### src/rtl/sirq_pkg.sv
package sirq_pkg;
  localparam int unsigned BASE_FRAMES = 17;
  localparam int unsigned CNT_W = 4;

  typedef enum logic [2:0] {
    S_IDLE,
    S_START,
    S_SREC,
    S_DATA,
    S_STOP,
    S_STA
  } sirq_state_e;

  function automatic logic [CNT_W-1:0] start_len(input logic [1:0] sel);
    case (sel)
      2'b01:   start_len = CNT_W'(6);
      2'b10:   start_len = CNT_W'(8);
      default: start_len = CNT_W'(4);
    endcase
  endfunction
endpackage

### src/rtl/sirq_seq.sv
module sirq_seq
  import sirq_pkg::*;
#(
  parameter int unsigned NF_W   = 4,
  parameter int unsigned SLOT_W = 5
) (
  input  logic              clk,
  input  logic              rst_n,
  input  logic              en,
  input  logic              quiet,
  input  logic [NF_W-1:0]   nframes,
  input  logic [1:0]        width_sel,
  input  logic              kick,
  input  logic              line_in,
  output logic              line_oe,
  output logic              samp_vld,
  output logic [SLOT_W-1:0] samp_slot,
  output logic              samp_low
);
  sirq_state_e      state_q, state_d;
  logic [CNT_W-1:0] cnt_q, cnt_d;
  logic [SLOT_W-1:0] slot_q, slot_d;
  logic [1:0]       ph_q, ph_d;
  logic [SLOT_W-1:0] last_slot;
  logic [CNT_W-1:0] wlen;

  assign last_slot = SLOT_W'(BASE_FRAMES - 1) + SLOT_W'(nframes);
  assign wlen      = start_len(width_sel);

  always_comb begin
    state_d = state_q;
    cnt_d   = cnt_q;
    slot_d  = slot_q;
    ph_d    = ph_q;
    case (state_q)
      S_IDLE: begin
        if (en && (!quiet || kick)) begin
          state_d = S_START;
          cnt_d   = wlen - CNT_W'(1);
        end else if (en && !line_in) begin
          // peripheral already held the wire one clock
          state_d = S_START;
          cnt_d   = wlen - CNT_W'(2);
        end
      end
      S_START: begin
        if (cnt_q == '0) state_d = S_SREC;
        else             cnt_d   = cnt_q - CNT_W'(1);
      end
      S_SREC: begin
        state_d = S_DATA;
        slot_d  = '0;
        ph_d    = 2'd0;
      end
      S_DATA: begin
        if (ph_q == 2'd2) begin
          ph_d = 2'd0;
          if (slot_q == last_slot) begin
            state_d = S_STOP;
            cnt_d   = quiet ? CNT_W'(1) : CNT_W'(2);
          end else begin
            slot_d = slot_q + SLOT_W'(1);
          end
        end else begin
          ph_d = ph_q + 2'd1;
        end
      end
      S_STOP: begin
        if (cnt_q == '0) state_d = S_STA;
        else             cnt_d   = cnt_q - CNT_W'(1);
      end
      S_STA: begin
        if (en && !quiet) begin
          state_d = S_START;
          cnt_d   = wlen - CNT_W'(1);
        end else begin
          state_d = S_IDLE;
        end
      end
      default: state_d = S_IDLE;
    endcase
    if (!en) state_d = S_IDLE;
  end

  always_ff @(posedge clk or negedge rst_n) begin
    if (!rst_n) begin
      state_q <= S_IDLE;
      cnt_q   <= '0;
      slot_q  <= '0;
      ph_q    <= 2'd0;
    end else begin
      state_q <= state_d;
      cnt_q   <= cnt_d;
      slot_q  <= slot_d;
      ph_q    <= ph_d;
    end
  end

  assign line_oe   = (state_q == S_START) || (state_q == S_STOP);
  assign samp_vld  = (state_q == S_DATA) && (ph_q == 2'd0);
  assign samp_slot = slot_q;
  assign samp_low  = !line_in;

  a_r1_release_when_off: assert property (@(posedge clk) disable iff (!rst_n)
    !en |=> !line_oe);
  a_r3_start_bounded: assert property (@(posedge clk) disable iff (!rst_n)
    (state_q == S_START) |-> (cnt_q <= CNT_W'(7)));
  a_r4_slot_limit: assert property (@(posedge clk) disable iff (!rst_n)
    (state_q == S_DATA) |-> (slot_q <= last_slot));
  a_r8_stop_to_ta: assert property (@(posedge clk) disable iff (!rst_n)
    (en && state_q == S_STOP && cnt_q == '0) |=> (state_q == S_STA && !line_oe));
  a_r9_quiet_wait: assert property (@(posedge clk) disable iff (!rst_n)
    (en && quiet && !kick && line_in && state_q == S_IDLE) |=> !line_oe);
endmodule

### src/rtl/sirq_lvl.sv
module sirq_lvl #(
  parameter int unsigned NSLOT  = 16,
  parameter int unsigned SLOT_W = 5
) (
  input  logic              clk,
  input  logic              rst_n,
  input  logic              en,
  input  logic              samp_vld,
  input  logic [SLOT_W-1:0] samp_slot,
  input  logic              samp_low,
  output logic [NSLOT-1:0]  lvl
);
  logic [NSLOT-1:0] lvl_q, lvl_d;

  for (genvar k = 0; k < NSLOT; k++) begin : g_slot
    always_comb begin
      if (!en)                                          lvl_d[k] = 1'b0;
      else if (samp_vld && samp_slot == SLOT_W'(k))     lvl_d[k] = samp_low;
      else                                              lvl_d[k] = lvl_q[k];
    end
  end

  always_ff @(posedge clk or negedge rst_n) begin
    if (!rst_n) lvl_q <= '0;
    else        lvl_q <= lvl_d;
  end

  assign lvl = lvl_q;

  a_r11_hold: assert property (@(posedge clk) disable iff (!rst_n)
    (en && !samp_vld) |=> $stable(lvl_q));
  a_r6_high_slot_ignored: assert property (@(posedge clk) disable iff (!rst_n)
    (en && samp_vld && samp_slot >= SLOT_W'(NSLOT)) |=> $stable(lvl_q));
endmodule

### src/rtl/sirq_host.sv
module sirq_host #(
  parameter int unsigned NF_W   = 4,
  parameter int unsigned NSLOT  = 16,
  parameter int unsigned SMI_SLOT = 2
) (
  input  logic             clk,
  input  logic             rst_n,
  input  logic             cfg_en,
  input  logic             cfg_quiet,
  input  logic [NF_W-1:0]  cfg_nframes,
  input  logic [1:0]       cfg_width,
  input  logic             cfg_pol_irq0,
  input  logic             cfg_pol_irq1,
  input  logic             cfg_pol_smi,
  input  logic             host_kick,
  input  logic             line_in,
  output logic             line_oe,
  output logic [NSLOT-1:0] irq_o,
  output logic             smi_o
);
  localparam int unsigned SLOT_W = $clog2(17 + (1 << NF_W));

  logic [1:0]        rs_q;
  logic              rst_sync_n;
  logic              samp_vld, samp_low;
  logic [SLOT_W-1:0] samp_slot;
  logic [NSLOT-1:0]  lvl, lvl_g;

  always_ff @(posedge clk or negedge rst_n) begin
    if (!rst_n) rs_q <= 2'b00;
    else        rs_q <= {rs_q[0], 1'b1};
  end
  assign rst_sync_n = rs_q[1];

  sirq_seq #(.NF_W(NF_W), .SLOT_W(SLOT_W)) u_seq (
    .clk       (clk),
    .rst_n     (rst_sync_n),
    .en        (cfg_en),
    .quiet     (cfg_quiet),
    .nframes   (cfg_nframes),
    .width_sel (cfg_width),
    .kick      (host_kick),
    .line_in   (line_in),
    .line_oe   (line_oe),
    .samp_vld  (samp_vld),
    .samp_slot (samp_slot),
    .samp_low  (samp_low)
  );

  sirq_lvl #(.NSLOT(NSLOT), .SLOT_W(SLOT_W)) u_lvl (
    .clk       (clk),
    .rst_n     (rst_sync_n),
    .en        (cfg_en),
    .samp_vld  (samp_vld),
    .samp_slot (samp_slot),
    .samp_low  (samp_low),
    .lvl       (lvl)
  );

  assign lvl_g = cfg_en ? lvl : '0;

  always_comb begin
    irq_o           = lvl_g;
    irq_o[SMI_SLOT] = 1'b0;
    irq_o[0]        = lvl_g[0] ^ cfg_pol_irq0;
    irq_o[1]        = lvl_g[1] ^ cfg_pol_irq1;
  end
  assign smi_o = lvl_g[SMI_SLOT] ^ cfg_pol_smi;

  a_r7_smi_idle_level: assert property (@(posedge clk) disable iff (!rst_sync_n)
    !cfg_en |-> (smi_o == cfg_pol_smi));
endmodule

### config.mk
export PLATFORM = sky130hd
export DESIGN_NAME = sirq_host
export DESIGN_NICKNAME = d
export VERILOG_FILES = /design/src/rtl/sirq_pkg.sv /design/src/rtl/sirq_seq.sv /design/src/rtl/sirq_lvl.sv /design/src/rtl/sirq_host.sv
export SDC_FILE = /design/constraint.sdc
export NUM_CORES = 1
export LEC_CHECK = 0
export ABC_AREA = 0
export BUFFER_PORTS_ARGS = -buffer_cell sky130_fd_sc_hd__buf_2
export CAP_MARGIN = 0
export CELL_PAD_IN_SITES_DETAIL_PLACEMENT = 0
export CELL_PAD_IN_SITES_GLOBAL_PLACEMENT = 1
export CORE_ASPECT_RATIO = 0.6
export CORE_UTILIZATION = 45
export DETAILED_ROUTE_END_ITERATION = 7
export GPL_TIMING_DRIVEN = 0
export HOLD_SLACK_MARGIN = 0.08
export PLACE_DENSITY_LB_ADDON = 0.1
export SLEW_MARGIN = 25
export SYNTH_ARGS = -nofsm -noshare
export SYNTH_HDL_FRONTEND = slang
export SYNTH_HIERARCHICAL = 1
export SYNTH_SLANG_ARGS = --single-unit
### constraint.sdc
create_clock -name clk -period 2.7 [get_ports clk]
set_input_delay 0.54 -clock clk [delete_from_list [all_inputs] [get_ports clk]]
set_output_delay 0.54 -clock clk [all_outputs]
set_load 0.02 [all_outputs]
# Word-level counts from Yosys, hierarchy flattened
# Index checks and enable logic that the tools add are counted.
[totals]
ff_bits = 33
wordCells = 171
[classes]
n_reduce_logical = 34
n_mux = 56
bitwise_logic = 3
add_sub_neg = 6
eq_ne = 51
[ops]
columns = ["cell", "n"]
rows = [
  ["6-bit by 4-bit equality test with 1-bit output, second input constant", 8],
  ["2-bit by 1-bit != test with 1-bit output, second input constant", 19],
  ["1-bit 2-to-1 mux", 33],
  ["6-bit by 3-bit equality test with 1-bit output, second input constant", 4],
  ["4-bit 2-to-1 mux", 6],
  ["3-bit 2-to-1 mux", 7],
  ["1-bit logical AND", 20],
  ["3-bit one-hot mux with 6 select lines", 1],
  ["16-bit 2-to-1 mux", 1],
  ["4-bit one-hot mux with 4 select lines", 1],
  ["6-bit by 2-bit equality test with 1-bit output, second input constant", 2],
  ["6-bit 2-to-1 mux", 2],
  ["3-bit by 2-bit != test with 1-bit output, second input constant", 4],
  ["6-bit one-hot mux with 2 select lines", 1],
  ["4-bit one-hot mux with 2 select lines", 1],
  ["4-bit by 1-bit subtractor with 4-bit output, second input constant", 2],
  ["5-bit by 4-bit adder with 6-bit output, first input constant", 1],
  ["6-bit by 1-bit adder with 6-bit output, second input constant", 1],
  ["3-bit by 2-bit equality test with 1-bit output, second input constant", 2],
  ["3-bit equality test, second input constant", 2],
  ["6-bit by 1-bit equality test with 1-bit output, second input constant", 1],
  ["6-bit equality test", 1],
  ["6-bit logical NOT", 1],
  ["6-bit AND reduction", 1],
  ["21 further kinds", 28],
]

# Logic depth before layout (Yosys ltp)
# Gate-level depths: netlist of the first run.
[depth]
ltp_word = 6
depth_mapped = 8
mapped_depth_nobuf = 7

# By module
# Netlist of the first run, hierarchy kept.
[by_module_without_submodules]
columns = ["mod", "cells_each", "area_each_um2", "seq_area_each_um2", "instances"]
rows = [
  ["sirq_seq", 116, 1108.6, 375.4, 1],
  ["sirq_lvl", 79, 832.0, 400.4, 1],
  ["sirq_host", 25, 206.4, 50.0, 1],
]

# Worst setup path after synthesis of the first run
# Ideal clock, no wire load.
[synth_path]
path_kind = "reg2reg"
from = "reg u_seq.state_q[2]"
to = "reg u_lvl.lvl_q[14], in the netlist u_lvl/lvl[14]"
period_less_slack_ns = 1.974
t_arrival_ns = 1.851
path_buffers = 2
stages_incl_launch_ff = 9
path_slack_ns = 0.726
path_cell_list = "dfrtp_1 > buf_2 > nor2b_2 > nand2_1 > nor3_1 > and4bb_2 > clkbuf_2 > or3b_1 > mux2i_1"
[synth_between]
elab_chain_cells = 4
[synth_rtl]
columns = ["element", "line", "text"]
rows = [
  ["from (decl)", "sirq_seq.sv:20", "sirq_state_e state_q, state_d;"],
  ["from (signal assigned)", "sirq_seq.sv:92", "state_q <= state_d;"],
  ["3-bit by 2-bit equality test with 1-bit output", "sirq_seq.sv:100", "assign samp_vld = (state_q == S_DATA) && (ph_q == 2'd0);"],
  ["1-bit logical AND", "sirq_seq.sv:100", ""],
  ["via samp_vld", "sirq_host.sv:25", "logic samp_vld, samp_low;"],
  ["1-bit logical AND", "sirq_lvl.sv:18", "else if (samp_vld && samp_slot == SLOT_W'(k)) lvl_d[k] = samp_low;"],
  ["2-bit by 1-bit != test with 1-bit output (no line)", "-", ""],
  ["to (signal assigned)", "sirq_lvl.sv:25", "else lvl_q <= lvl_d;"],
  ["to (decl)", "sirq_lvl.sv:13", "logic [NSLOT-1:0] lvl_q, lvl_d;"],
]
# The timed path passes the listed nets, and every way through them passes these cells.
# A chain may end at the register's enable or synchronous reset.

# Final worst setup path of the first run
[layout_path]
from = "reg u_seq.state_q[1]"
to = "reg u_lvl.lvl_q[6], in the netlist u_lvl/lvl[6]"
# The elaborated chain is that of the path after synthesis.

==> results of run 1 <==
## worst paths after layout
path,startpoint,slack [ns],end
max,u_seq/state_q[1],0.24,u_lvl/lvl[6]
min,rs_q[1],0.31,u_lvl/lvl[8]
max reg2reg,u_seq/state_q[1],0.24,u_lvl/lvl[6]
min reg2reg,rs_q[1],0.31,u_lvl/lvl[8]
max in group asynchronous,rs_q[1],1.94,u_seq/state_q[2]
min in group clk,rs_q[0],0.36,rs_q[1]
## worst register-to-register path, delay by kind of cell, from the launching register on
kind,cells,cell delay [ns]
muxes,1,0.13
DFF,1,0.44
buffers and inverters,1,0.38
and+or+nand+nor,4,1.40
## final cells by class
type / instances / area share, %
timing repair buffer: 32 / 6.67
clock buffer: 6 / 2.93
tap: 63 / 3.19
sequential: 33 / 33.4
clock inverter: 2 / 0.404
inverter: 10 / 1.52
buffer: 12 / 3.19
multi-input combinational: 165 / 48.7
## metrics by stage
stage          utilization (%)  instances  instance area, um2  power, mW
2_1_floorplan                -        220                2150       1.18
3_3_place_gp              51.9        314                2380       1.34
3_5_place_dp              51.9        314                2380       1.34
4_1_cts                   53.9        323                2470       1.71
5_1_grt                   53.9        323                2470       1.83
6_report                  53.9        323                2470       1.71
## logic make-up (layout without fill, tap and decap cells)
group | Yosys count | after routing | synth area share [%]
AOI/OAI and AO/OA | 33 | 33 | 12.0
and+or+nand+nor | 96 | 96 | 27.0
other | 2 | 2 | 0.350
DFF | 33 | 33 | 38.5
adders and majority gates | 5 | 5 | 2.91
buffers and inverters | 22 | 62 | 5.42
muxes | 20 | 20 | 9.85
xor gates and xnor gates | 9 | 9 | 4.02
## Yosys cell counts (3+ instances only)
| cell | n | area, um2 |
|---|---|---|
| a21oi_1 | 5 | 25.0 |
| and2_1 | 6 | 37.5 |
| and2_2 | 9 | 67.6 |
| clkbuf_1 | 5 | 18.8 |
| dfrtp_1 | 33 | 826 |
| ha_1 | 5 | 62.6 |
| inv_1 | 9 | 33.8 |
| mux2i_1 | 17 | 170 |
| nand2_1 | 33 | 124 |
| nand2b_1 | 3 | 18.8 |
| nand3_1 | 6 | 30.0 |
| nand4_1 | 4 | 25.0 |
| nand4b_1 | 4 | 35.0 |
| nor2_1 | 5 | 18.8 |
| nor3_1 | 5 | 25.0 |
| nor3b_1 | 4 | 30.0 |
| o21ai_0 | 3 | 15.0 |
| o21ai_1 | 3 | 15.0 |
| or3_1 | 4 | 25.0 |
| xnor2_1 | 7 | 61.3 |
## report_power, final
| part | total, mW | internal [mW] | switching (mW) |
|---|---|---|---|
| Clock | 0.361 | 0.179 | 0.183 |
| Sequential | 0.659 | 0.566 | 0.0936 |
| Combinational | 0.689 | 0.302 | 0.387 |
## sequential cells by signal, summed over array words and instances, names as in the netlist
| signal | count |
|---|---|
| rs_q | 2 |
| u_seq/state_q | 3 |
| u_lvl/lvl | 16 |
| u_seq/cnt_q | 4 |
| u_seq/ph_q | 2 |
| u_seq/samp_slot | 6 |
## routing by layer
layer  share of wire (%)  up-vias
met5                   0        -
met4                 1.4        0
met3                 5.0        7
met2                  38       45
met1                  55      852
li1                    -      852
==> impl_metrics.yaml, run 1 <==
status:
  status: "finished, violations left"
  violations: "DRC"
floorplan:
  rows: 19
  io_pins: 33
  core-area_um2: 4590
  die_area_um2: 5060
  initial_core_util_pct: 46.8
  fp.dieW_um: 91.2
  die_h_um: 55.5
routing:
  post-route-drc-count: 2
  vias: 1756
  avgRoutedWirePerCell_um: 14.5
  vias_per_cell: 5.44
  drt_wl_total_um: 4690
  drt.antenna.violating_nets: 0
  dr.pass1.iters: 7
  first_iter_violations: 73
clocking:
  cts_root_buffer: "clkbuf_8"
  cts_tree: "done"
  clk_pin_slew_ns: 0.07
  cts_max_level: 2
  post_cts_buffers: 0
  numCtsBuffers: 5
  cts_buffer_depth: 2
  cts_resized: 0
  clock_latency_ns: 0.29
  clkSinkCount: 33
  postCtsHoldBufs: 1
cells_and_area:
  fillCellCount: 445
  antenna_cells: 0
  final_cell_mix: "nand2_1, buf_2, dfrtp_1, mux2i_1"
  seq_area_um2: 827
  multiInputGateArea_um2: 1200
  area_growth_pct: 15.3
  drive_gt1_share_pct: 28.1
  fin_nets: 279
power:
  ir_drop_mv: 0.302
  p_per_area_nw_per_um2: 691
  leakagePower_nw: 1.24
sta:
  setup_ws_ns: 0.244
  fin_setup_tns_ns: 0
  slew_violations: 0
  period_share_pct: 91.0
  grt_setup_unrepaired: "false"
  setup_viol: 0
  hold_ws_ns: 0.313
  period_minus_slack_ns: 2.46
  maxSlewHeadroom_pct: 53.8
  skew_ns: 0.00981
  max_freq_ghz: 0.407
  tightest_slew_ns: 0.693
  hold_viol: 0
global_route:
  grtUsageTotal_pct: 20.4
  grt_antenna_before_repair: 0
  grt-busiest-layer: "met1"
  met3_usage_pct: 4.82
  use_met2_pct: 26.5
  grt_overflow: 0
  grtUsageMet1_pct: 32.2
  grt_pass1_wl_um: 7880
  first_global_vias: 1611
  grt_start_max_net_pins: 32
synthesis:
  ys_ff_latch: 33
  yosys_warnings: 6
  syn-cell-area_um2: 2150
  synth_edf_count: 0
  ys_async_sr_fraction_pct: 100
  synth_cells: 220
  seq_area_frac_synth_pct: 38.5
  synth_ff_type: "dfrtp_1"
  syn_nets: 240
  syn_avg_cell_area_um2: 9.76
  yosysUniqueCellTypes: 62
worst_setup_path:
  worstSetupStartpointType: "register"
  cp_top_family: "simple AND/OR/NAND/NOR gates"
  slowest_stage: "nor4b_4"
  critical_path_class: "register to register"
  crit_fanout: 10
  crit_chain: "clkbuf_1, nand2_1, nor3_1, nor4b_4, or3b_1, mux2i_1"
  required_ns: 2.87
  critPathMaxStageDelay_ns: 0.50
  worstRegToRegCells: 6
  cp.depth: 6
  crit_buf_inv: 1
  cp_data_arrival_time_ns: 2.63
  endpoint_kind: "register"
flow_run:
  cap_violations: 0
placed_design:
  dp_hpwl_um: 3470
  gp_routability_congestion: 0.788
  port-buffer-count: 31
  post-place-ws_ns: 0.303
worst_hold_path:
  hold_class: "register to async pin"
Power figures use the tool's default switching activity.
==> inputs of run 2 (changes only) <==
--- a/config.mk
+++ b/config.mk
@@ -15,6 +15,7 @@
 export DETAILED_ROUTE_END_ITERATION = 7
 export GPL_TIMING_DRIVEN = 0
 export HOLD_SLACK_MARGIN = 0.08
+export MAX_ROUTING_LAYER = met4
 export PLACE_DENSITY_LB_ADDON = 0.1
 export SLEW_MARGIN = 25
 export SYNTH_ARGS = -nofsm -noshare
==> run 2 against run 1 <==
Compared with the run above: the run still ends with DRC left; utilization unchanged; cell count unchanged; global-route usage increased by 0.61 points; sequential share of layout area unchanged; maximum frequency about the same; design area unchanged; combinational power about the same; routed wire length about the same; flip-flop and latch count unchanged; via count unchanged; clock power about the same.
==> impl_metrics.yaml, run 2 (synthesized netlist as in run 1, its figures left out) <==
worst_setup_path:
  worstRegToRegCells: 6
  slowest_stage: "nor4b_4"
  critPathMaxStageDelay_ns: 0.50
  r2r_start: "u_seq/state_q[1]"
  cp_top_family: "simple AND/OR/NAND/NOR gates"
  cp_data_arrival_time_ns: 2.63
  rr_endpoint: "u_lvl/lvl[6]"
  crit_buf_inv: 1
  crit_fanout: 10
  worstSetupStartpointType: "register"
  rrSetupSlack_ns: 0.24
  required_ns: 2.87
  crit_chain: "clkbuf_1, nand2_1, nor3_1, nor4b_4, or3b_1, mux2i_1"
  endpoint_kind: "register"
  critical_path_class: "register to register"
clocking:
  cts_resized: 0
  clkSinkCount: 33
  numCtsBuffers: 5
  post_cts_buffers: 0
  cts_root_buffer: "clkbuf_8"
  clk_pin_slew_ns: 0.07
  postCtsHoldBufs: 1
  cts_tree: "done"
  cts_buffer_depth: 2
  cts_max_level: 2
  clock_latency_ns: 0.29
floorplan:
  initial_core_util_pct: 46.8
  fp.dieW_um: 91.2
  io_pins: 33
  die_h_um: 55.5
  die_area_um2: 5060
  core-area_um2: 4590
  rows: 19
cells_and_area:
  fillCellCount: 445
  largest_reg_flops: 16
  drive_gt1_share_pct: 28.1
  final_cell_mix: "nand2_1, buf_2, dfrtp_1, mux2i_1"
  antenna_cells: 0
  fin_nets: 279
  area_growth_pct: 15.3
flow_run:
  cap_violations: 0
routing:
  drt_wl_total_um: 4690
  avgRoutedWirePerCell_um: 14.5
  vias_per_cell: 5.44
  vias: 1756
  dr.pass1.iters: 7
  drt.antenna.violating_nets: 0
  post-route-drc-count: 2
  first_iter_violations: 74
global_route:
  first_global_vias: 1612
  grt_overflow: 0
  grtUsageMet1_pct: 32.2
  use_met2_pct: 26.5
  grtUsageTotal_pct: 21.0
  grt_antenna_before_repair: 0
  grt-busiest-layer: "met1"
  met3_usage_pct: 4.82
  grt_start_max_net_pins: 32
  grt_pass1_wl_um: 7870
placed_design:
  dp_hpwl_um: 3470
  gp_routability_congestion: 0.799
  port-buffer-count: 31
sta:
  grt_setup_unrepaired: "false"
  period_minus_slack_ns: 2.46
  maxSlewHeadroom_pct: 53.8
  tightest_slew_ns: 0.693
  max_freq_ghz: 0.407
  slew_violations: 0
  period_share_pct: 90.9
  fin_setup_tns_ns: 0
  skew_ns: 0.00981
  setup_viol: 0
  hold_viol: 0
power:
  p_per_area_nw_per_um2: 690
  leakagePower_nw: 1.24
  p_total_mw: 1.71
  ir_drop_mv: 0.302
worst_hold_path:
  hold_class: "register to async pin"
status:
  violations: "DRC"
  status: "finished, violations left"
## run 2: final cells by class
cell class                 count  area [um2]  area share (%)
timing repair buffer          32         165            6.67
tap                           63        78.8            3.19
sequential                    33         827            33.4
clock inverter                 2        10.0           0.404
clock buffer                   6        72.6            2.93
inverter                      10        37.5            1.52
multi-input combinational    165        1200            48.7
buffer                        12        78.8            3.19
## run 2: worst max-delay path by stage
stage	cells after the start	slack, ns	end	startpoint
after floorplan	8	0.73	u_lvl/lvl[14]	u_seq/state_q[2]
after global placement	6	0.32	u_lvl/lvl[6]	u_seq/state_q[1]
after detailed placement	6	0.30	u_lvl/lvl[6]	u_seq/state_q[1]
after CTS	6	0.29	u_lvl/lvl[6]	u_seq/state_q[1]
after global routing	6	0.02	u_lvl/lvl[6]	u_seq/state_q[1]
final	6	0.24	u_lvl/lvl[6]	u_seq/state_q[1]
## run 2: stage by stage
stage	std cells	hold slack (ns)	cell area, um2	worst slack, ns	utilization [%]
after floorplan	220	0.244	2150	0.726	-
after global placement	314	0.327	2380	0.317	51.9
after detailed placement	314	0.327	2380	0.303	51.9
after CTS	323	0.342	2470	0.286	53.9
after global routing	323	0.373	2470	0.0220	53.9
final	323	0.314	2470	0.245	53.9
## run 2: power by group
part           internal (mW)  leakage [nW]  switching (mW)
Clock                  0.179        0.0450           0.183
Combinational          0.302         0.746           0.386
Sequential             0.566         0.445          0.0936
Total                   1.05          1.24           0.663
## run 2: worst register-to-register path: stages, from the launching register on
cell and delay, ns:
dfrtp_1 0.44, clkbuf_1 0.38, nand2_1 0.17, nor3_1 0.31, nor4b_4 0.50, or3b_1 0.42, mux2i_1 0.13
## run 2: routing by layer
metal / vias up / routed length [um]
met3: 7 / 235
met2: 45 / 1790
met5: - / 0
met1: 852 / 2600
met4: 0 / 66
li1: 852 / -
